File: src/rtl/kbc_pkg.sv
package kbc_pkg;
  localparam int unsigned KBC_DW      = 8;
  localparam int unsigned ST_OBF_BIT  = 0;
  localparam int unsigned ST_IBF_BIT  = 1;
  localparam logic [KBC_DW-1:0] CMD_KB_OFF = 8'hAD;
  localparam logic [KBC_DW-1:0] CMD_KB_ON  = 8'hAE;

  typedef enum logic [1:0] {
    CMD_NOP = 2'd0,
    CMD_OFF = 2'd1,
    CMD_ON  = 2'd2
  } cmd_act_e;
endpackage

File: src/rtl/kbc_outbuf.sv
module kbc_outbuf #(
  parameter int unsigned DW = 8
) (
  input  logic          clk,
  input  logic          rst_n,
  input  logic          kb_valid,
  input  logic [DW-1:0] kb_data,
  output logic          kb_ready,
  input  logic          kb_off,
  input  logic          rd_data,
  output logic          obf,
  output logic [DW-1:0] obuf
);
  logic          obf_q;
  logic [DW-1:0] obuf_q;
  logic          take;

  assign kb_ready = !obf_q && !kb_off;
  assign take     = kb_valid && kb_ready;

  always_ff @(posedge clk) begin
    if (!rst_n) begin
      obf_q  <= 1'b0;
      obuf_q <= '0;
    end else if (take) begin
      obf_q  <= 1'b1;
      obuf_q <= kb_data;
    end else if (rd_data) begin
      obf_q  <= 1'b0;
    end
  end

  assign obf  = obf_q;
  assign obuf = obuf_q;

  AST_LOAD_SETS_OBF: assert property (@(posedge clk) disable iff (!rst_n)
    take |=> (obf_q && obuf_q == $past(kb_data)));
  AST_READ_CLEARS_OBF: assert property (@(posedge clk) disable iff (!rst_n)
    (rd_data && obf_q) |=> !obf_q);
  AST_NO_LOAD_WHEN_FULL: assert property (@(posedge clk) disable iff (!rst_n)
    obf_q |-> !kb_ready);
  AST_BUF_HOLDS: assert property (@(posedge clk) disable iff (!rst_n)
    !take |=> $stable(obuf_q));
  AST_OFF_BLOCKS: assert property (@(posedge clk) disable iff (!rst_n)
    kb_off |-> !kb_ready);
endmodule

File: src/rtl/kbc_inbuf.sv
module kbc_inbuf
  import kbc_pkg::*;
#(
  parameter int unsigned DW = 8,
  parameter logic [DW-1:0] OFF_CODE = 8'hAD,
  parameter logic [DW-1:0] ON_CODE  = 8'hAE
) (
  input  logic          clk,
  input  logic          rst_n,
  input  logic          hst_wr,
  input  logic          hst_sel,
  input  logic [DW-1:0] hst_wdata,
  output logic          ibf,
  output logic          kb_off,
  output logic          dw_valid,
  output logic [DW-1:0] dw_data,
  input  logic          dw_ready
);
  logic          ibf_q;
  logic          is_cmd_q;
  logic [DW-1:0] pend_q;
  logic          off_q;
  cmd_act_e      act;

  always_comb begin
    if (pend_q == OFF_CODE)      act = CMD_OFF;
    else if (pend_q == ON_CODE)  act = CMD_ON;
    else                         act = CMD_NOP;
  end

  always_ff @(posedge clk) begin
    if (!rst_n) begin
      ibf_q    <= 1'b0;
      is_cmd_q <= 1'b0;
      pend_q   <= '0;
      off_q    <= 1'b0;
    end else if (ibf_q) begin
      if (is_cmd_q) begin
        ibf_q <= 1'b0;
        case (act)
          CMD_OFF: off_q <= 1'b1;
          CMD_ON:  off_q <= 1'b0;
          default: off_q <= off_q;
        endcase
      end else if (dw_ready) begin
        ibf_q <= 1'b0;
      end
    end else if (hst_wr) begin
      ibf_q    <= 1'b1;
      is_cmd_q <= hst_sel;
      pend_q   <= hst_wdata;
    end
  end

  assign ibf      = ibf_q;
  assign kb_off   = off_q;
  assign dw_valid = ibf_q && !is_cmd_q;
  assign dw_data  = pend_q;

  AST_WRITE_SETS_IBF: assert property (@(posedge clk) disable iff (!rst_n)
    (hst_wr && !ibf_q) |=> ibf_q);
  AST_CMD_ONE_CYCLE: assert property (@(posedge clk) disable iff (!rst_n)
    (ibf_q && is_cmd_q) |=> !ibf_q);
  AST_STREAM_HOLD: assert property (@(posedge clk) disable iff (!rst_n)
    (dw_valid && !dw_ready) |=> (dw_valid && $stable(dw_data)));
  AST_BUSY_DROPS_WRITE: assert property (@(posedge clk) disable iff (!rst_n)
    ibf_q |=> $stable(pend_q));
  AST_OTHER_CMD_INERT: assert property (@(posedge clk) disable iff (!rst_n)
    (ibf_q && is_cmd_q && act == CMD_NOP) |=> $stable(off_q));
endmodule

File: src/rtl/kbc_rdmux.sv
module kbc_rdmux
  import kbc_pkg::*;
#(
  parameter int unsigned DW = 8
) (
  input  logic          hst_sel,
  input  logic          obf,
  input  logic          ibf,
  input  logic [DW-1:0] obuf,
  output logic [DW-1:0] rdata
);
  logic [DW-1:0] status;

  for (genvar b = 0; b < DW; b++) begin : g_st
    if (b == ST_OBF_BIT)      begin : g_o assign status[b] = obf; end
    else if (b == ST_IBF_BIT) begin : g_i assign status[b] = ibf; end
    else                      begin : g_z assign status[b] = 1'b0; end
  end

  assign rdata = hst_sel ? status : obuf;
endmodule

File: src/rtl/kbc_host_port.sv
module kbc_host_port
  import kbc_pkg::*;
#(
  parameter int unsigned DW = KBC_DW,
  parameter logic [DW-1:0] OFF_CODE = CMD_KB_OFF,
  parameter logic [DW-1:0] ON_CODE  = CMD_KB_ON
) (
  input  logic          clk,
  input  logic          rst_n,
  input  logic          hst_sel,
  input  logic          hst_rd,
  input  logic          hst_wr,
  input  logic [DW-1:0] hst_wdata,
  output logic [DW-1:0] hst_rdata,
  input  logic          kb_valid,
  input  logic [DW-1:0] kb_data,
  output logic          kb_ready,
  output logic          dw_valid,
  output logic [DW-1:0] dw_data,
  input  logic          dw_ready,
  input  logic          irq_en,
  output logic          irq
);
  logic          obf, ibf, kb_off;
  logic [DW-1:0] obuf;
  logic          rd_data;

  assign rd_data = hst_rd && !hst_sel;

  kbc_outbuf #(.DW(DW)) u_out (
    .clk(clk), .rst_n(rst_n),
    .kb_valid(kb_valid), .kb_data(kb_data), .kb_ready(kb_ready),
    .kb_off(kb_off), .rd_data(rd_data),
    .obf(obf), .obuf(obuf)
  );

  kbc_inbuf #(.DW(DW), .OFF_CODE(OFF_CODE), .ON_CODE(ON_CODE)) u_in (
    .clk(clk), .rst_n(rst_n),
    .hst_wr(hst_wr), .hst_sel(hst_sel), .hst_wdata(hst_wdata),
    .ibf(ibf), .kb_off(kb_off),
    .dw_valid(dw_valid), .dw_data(dw_data), .dw_ready(dw_ready)
  );

  kbc_rdmux #(.DW(DW)) u_rd (
    .hst_sel(hst_sel), .obf(obf), .ibf(ibf), .obuf(obuf), .rdata(hst_rdata)
  );

  assign irq = obf && irq_en;

  AST_STATUS_READ_INERT: assert property (@(posedge clk) disable iff (!rst_n)
    (hst_rd && hst_sel && !(kb_valid && kb_ready)) |=> (obf == $past(obf)));
  AST_IRQ_NEEDS_FULL: assert property (@(posedge clk) disable iff (!rst_n)
    irq |-> (hst_sel ? hst_rdata[ST_OBF_BIT] : 1'b1));
  AST_DATA_READ_SEES_BUF: assert property (@(posedge clk) disable iff (!rst_n)
    (hst_rd && !hst_sel) |=> $stable(obuf) || $past(kb_valid && kb_ready));
endmodule

File: config.mk
export PLATFORM = sky130hd
export DESIGN_NAME = kbc_host_port
export DESIGN_NICKNAME = d
export VERILOG_FILES = /design/src/rtl/kbc_pkg.sv /design/src/rtl/kbc_outbuf.sv /design/src/rtl/kbc_inbuf.sv /design/src/rtl/kbc_rdmux.sv /design/src/rtl/kbc_host_port.sv
export SDC_FILE = /design/constraint.sdc
export NUM_CORES = 1
export LEC_CHECK = 0
export ABC_AREA = 1
export BUFFER_PORTS_ARGS = -buffer_cell sky130_fd_sc_hd__clkbuf_2
export CORE_MARGIN = 1
export CORE_UTILIZATION = 40
export DETAILED_ROUTE_END_ITERATION = 10
export PLACE_DENSITY_LB_ADDON = 0.1
export SLEW_MARGIN = 0
export SYNTH_ARGS = -nofsm -noshare
export SYNTH_HDL_FRONTEND = slang
export SYNTH_SLANG_ARGS = --single-unit
File: constraint.sdc
create_clock -name clk -period 2.3 [get_ports clk]
set_clock_uncertainty 0.2 [all_clocks]
set_input_delay 0.23 -clock clk [delete_from_list [all_inputs] [get_ports clk]]
set_output_delay 0.23 -clock clk [all_outputs]
set_load 0.02 [all_outputs]
==> out/qor.yml <==
period_share_pct: 64.83
cp_top_family: "flip-flops"
routed_wl_um: 1793
cp_max_fo: 3
initial_utilization_pct: 43.12
root_buffer: "clkbuf_4"
p_leak_nw: 0.6199
reg2regPathDepth: 5
hp-class: "input pin to flop"
tritoncts: "yes"
syn-num-nets: 141
first_global_vias: 610
die_h_um: 48.22
drc_errors: 0
cellPowerDensity_nw_per_um2: 686.5
clock_latency_ps: 300
num_vias: 870
critPathCaptureType: "primary output"
grt_pass1_wl_um: 2532
syn_to_final_growth_pct: 43.05
drt-vias-per-instance: 4.439
post_cts_buffers: 0
cp.required_ps: 1870
yosys.area.top_type: "dfxtp_1"
floorplan.die_area_um2: 2325
placedCellCount: 182
rsz0062_at_grt: "no"
ir_worst_vdd_mv: 0.5159
first_pass_iters: 2
status: "finished, final reports clean"
finalNonFillerCells: 196
track_usage_pct: 16.46
io_pins: 43
place.gp.congestion: 0.7001
syn_area_um2: 854.6
crit_chain: "inv_1 > a21oi_1 > clkbuf_2"
crit_slowest_cell: "dfxtp_1"
setup_tns_ps: 0
cts-hold-fix-buffers: 10
cp.depth: 3
rows: 16
cts_buffers: 3
hold_viol: 0
crit_buf_inv: 2
routedWlPerCell_um: 9.148
synth_cell_type_count: 15
nets: 194
place_hpwl_um: 1285
synthCells: 117
clk_pin_slew_worst_paths_ps: 120
ctsLongestPathBuffers: 2
drtIter0Drc: 8
max_freq_mhz: 670.7
place_area_um2: 1070
cp.arrival_ps: 1060
min_path_cells: 3
die_width_um: 48.22
synth_seq_area_share_pct: 46.85
place_ws_ps: 1042
ant_nets: 0
netlist.area_leader.share_pct: 46.85
postLayoutSetupSlackWorst_ps: 808.9
period_needed_ps: 1491
antenna_found_initial: 0
cts-htree-levels: 1
synthTopCellsByArea: "dfxtp_1 (47%), nor2_1 (11%), o21ai_0 (10%)"
coreArea_um2: 1982
diodes: 0
post_cts_resized: 0
path_class: "flop to primary output"
drive_gt1_share_pct: 31.36
postLayoutCellArea_um2: 1222
drv_cap: 0
drv_slew: 0
max_stage_delay_ps: 370
overflow: 0
avgSynthCellArea_um2: 7.304
synth_seq_cells: 20
relSlewSlack_pct: 78.53
final-setup-viol-count: 0
io_buffers: 42
yosysWarnings: 0
start_kind: "flop"
holdWs_ps: 7.051
cts.sinks: 20
finalPower_uw: 839.2
grt_max_degree: 19
utilization_pct: 61.68
worstMarginPinSlew_ps: 322.0
[worst paths after layout]
| kind | start | to | slack [ps] |
|---|---|---|---|
| min | hst_wdata[1] | u_in.dw_data[1]$_SDFFE_PN0P_ | 7 |
| min reg2reg | u_out.obuf[7]$_SDFFE_PN0P_ | u_out.obuf[7]$_SDFFE_PN0P_ | 260 |
| max reg2reg | u_in.ibf$_SDFF_PN0_ | u_in.dw_data[4]$_SDFFE_PN0P_ | 1070 |
| max | u_in.ibf$_SDFF_PN0_ | hst_rdata[1] | 810 |
[Yosys cell counts]
cell / n
nor2_1: 26
dfxtp_1: 20
inv_1: 17
o21ai_0: 17
a21oi_1: 12
nand2_1: 12
a21oi_2: 2
buf_2: 2
nand3_1: 2
o21ai_2: 2
buf_4: 1
buf_6: 1
nand2_2: 1
nand2_4: 1
nor2_4: 1
[registers in the layout (all words and copies together), names as in the netlist]
signal	cells
u_in.dw_data	8
u_out.obf	1
u_out.obuf	8
u_in.ibf	1
u_in.kb_off	1
u_in.is_cmd_q	1
[cells by family (layout without fill, tap and decap cells)]
logic type / Yosys count / after routing / synth area share [%]
AO/OA/AOI/OAI: 33 / 33 / 21.08
buffers and inverters: 21 / 73 / 10.83
flip-flops: 20 / 20 / 46.85
AND/OR/NAND/NOR: 43 / 43 / 21.23
[power by group]
part	leakage, nW	internal [mW]	total (mW)	switching (mW)
Combinational	0.426	0.0657	0.161	0.0956
Sequential	0.166	0.374	0.389	0.0158
Clock	0.0279	0.176	0.289	0.113
[layout by cell type (no fill, tap or decap), drive strengths merged]
master	synthesis	layout
clkbuf	0	45
nor2	27	27
dfxtp	20	20
o21ai	19	19
inv	17	17
a21oi	14	14
nand2	14	14
dlygate4sd3	0	10
nand3	2	2
bufinv	0	1
[routing by layer]
layer  track usage (%)  up-vias  wire length (um)
met5                 0        -                 0
met4             8.333        0                19
met3             4.444        2                88
met2             26.93       24               855
met1             19.73      372               829
li1                  -      472                 -
[area by class of cell]
class | instances | area (um^2)
clock inverter | 1 | 30.03
tap | 27 | 33.78
sequential | 20 | 400.4
clock buffer | 3 | 22.52
timing repair buffer | 52 | 310.3
fill | 185 | 759.5
multi-input combinational | 76 | 361.6
inverter | 17 | 63.81
[worst register-to-register path, cell delays in order (launching register included)]
cell,delay (ps)
dfxtp_1,370
inv_1,80
nand2_2,170
inv_1,160
nor2_1,120
nor2_1,50
No activity file was read; power rests on OpenSTA's default activity.
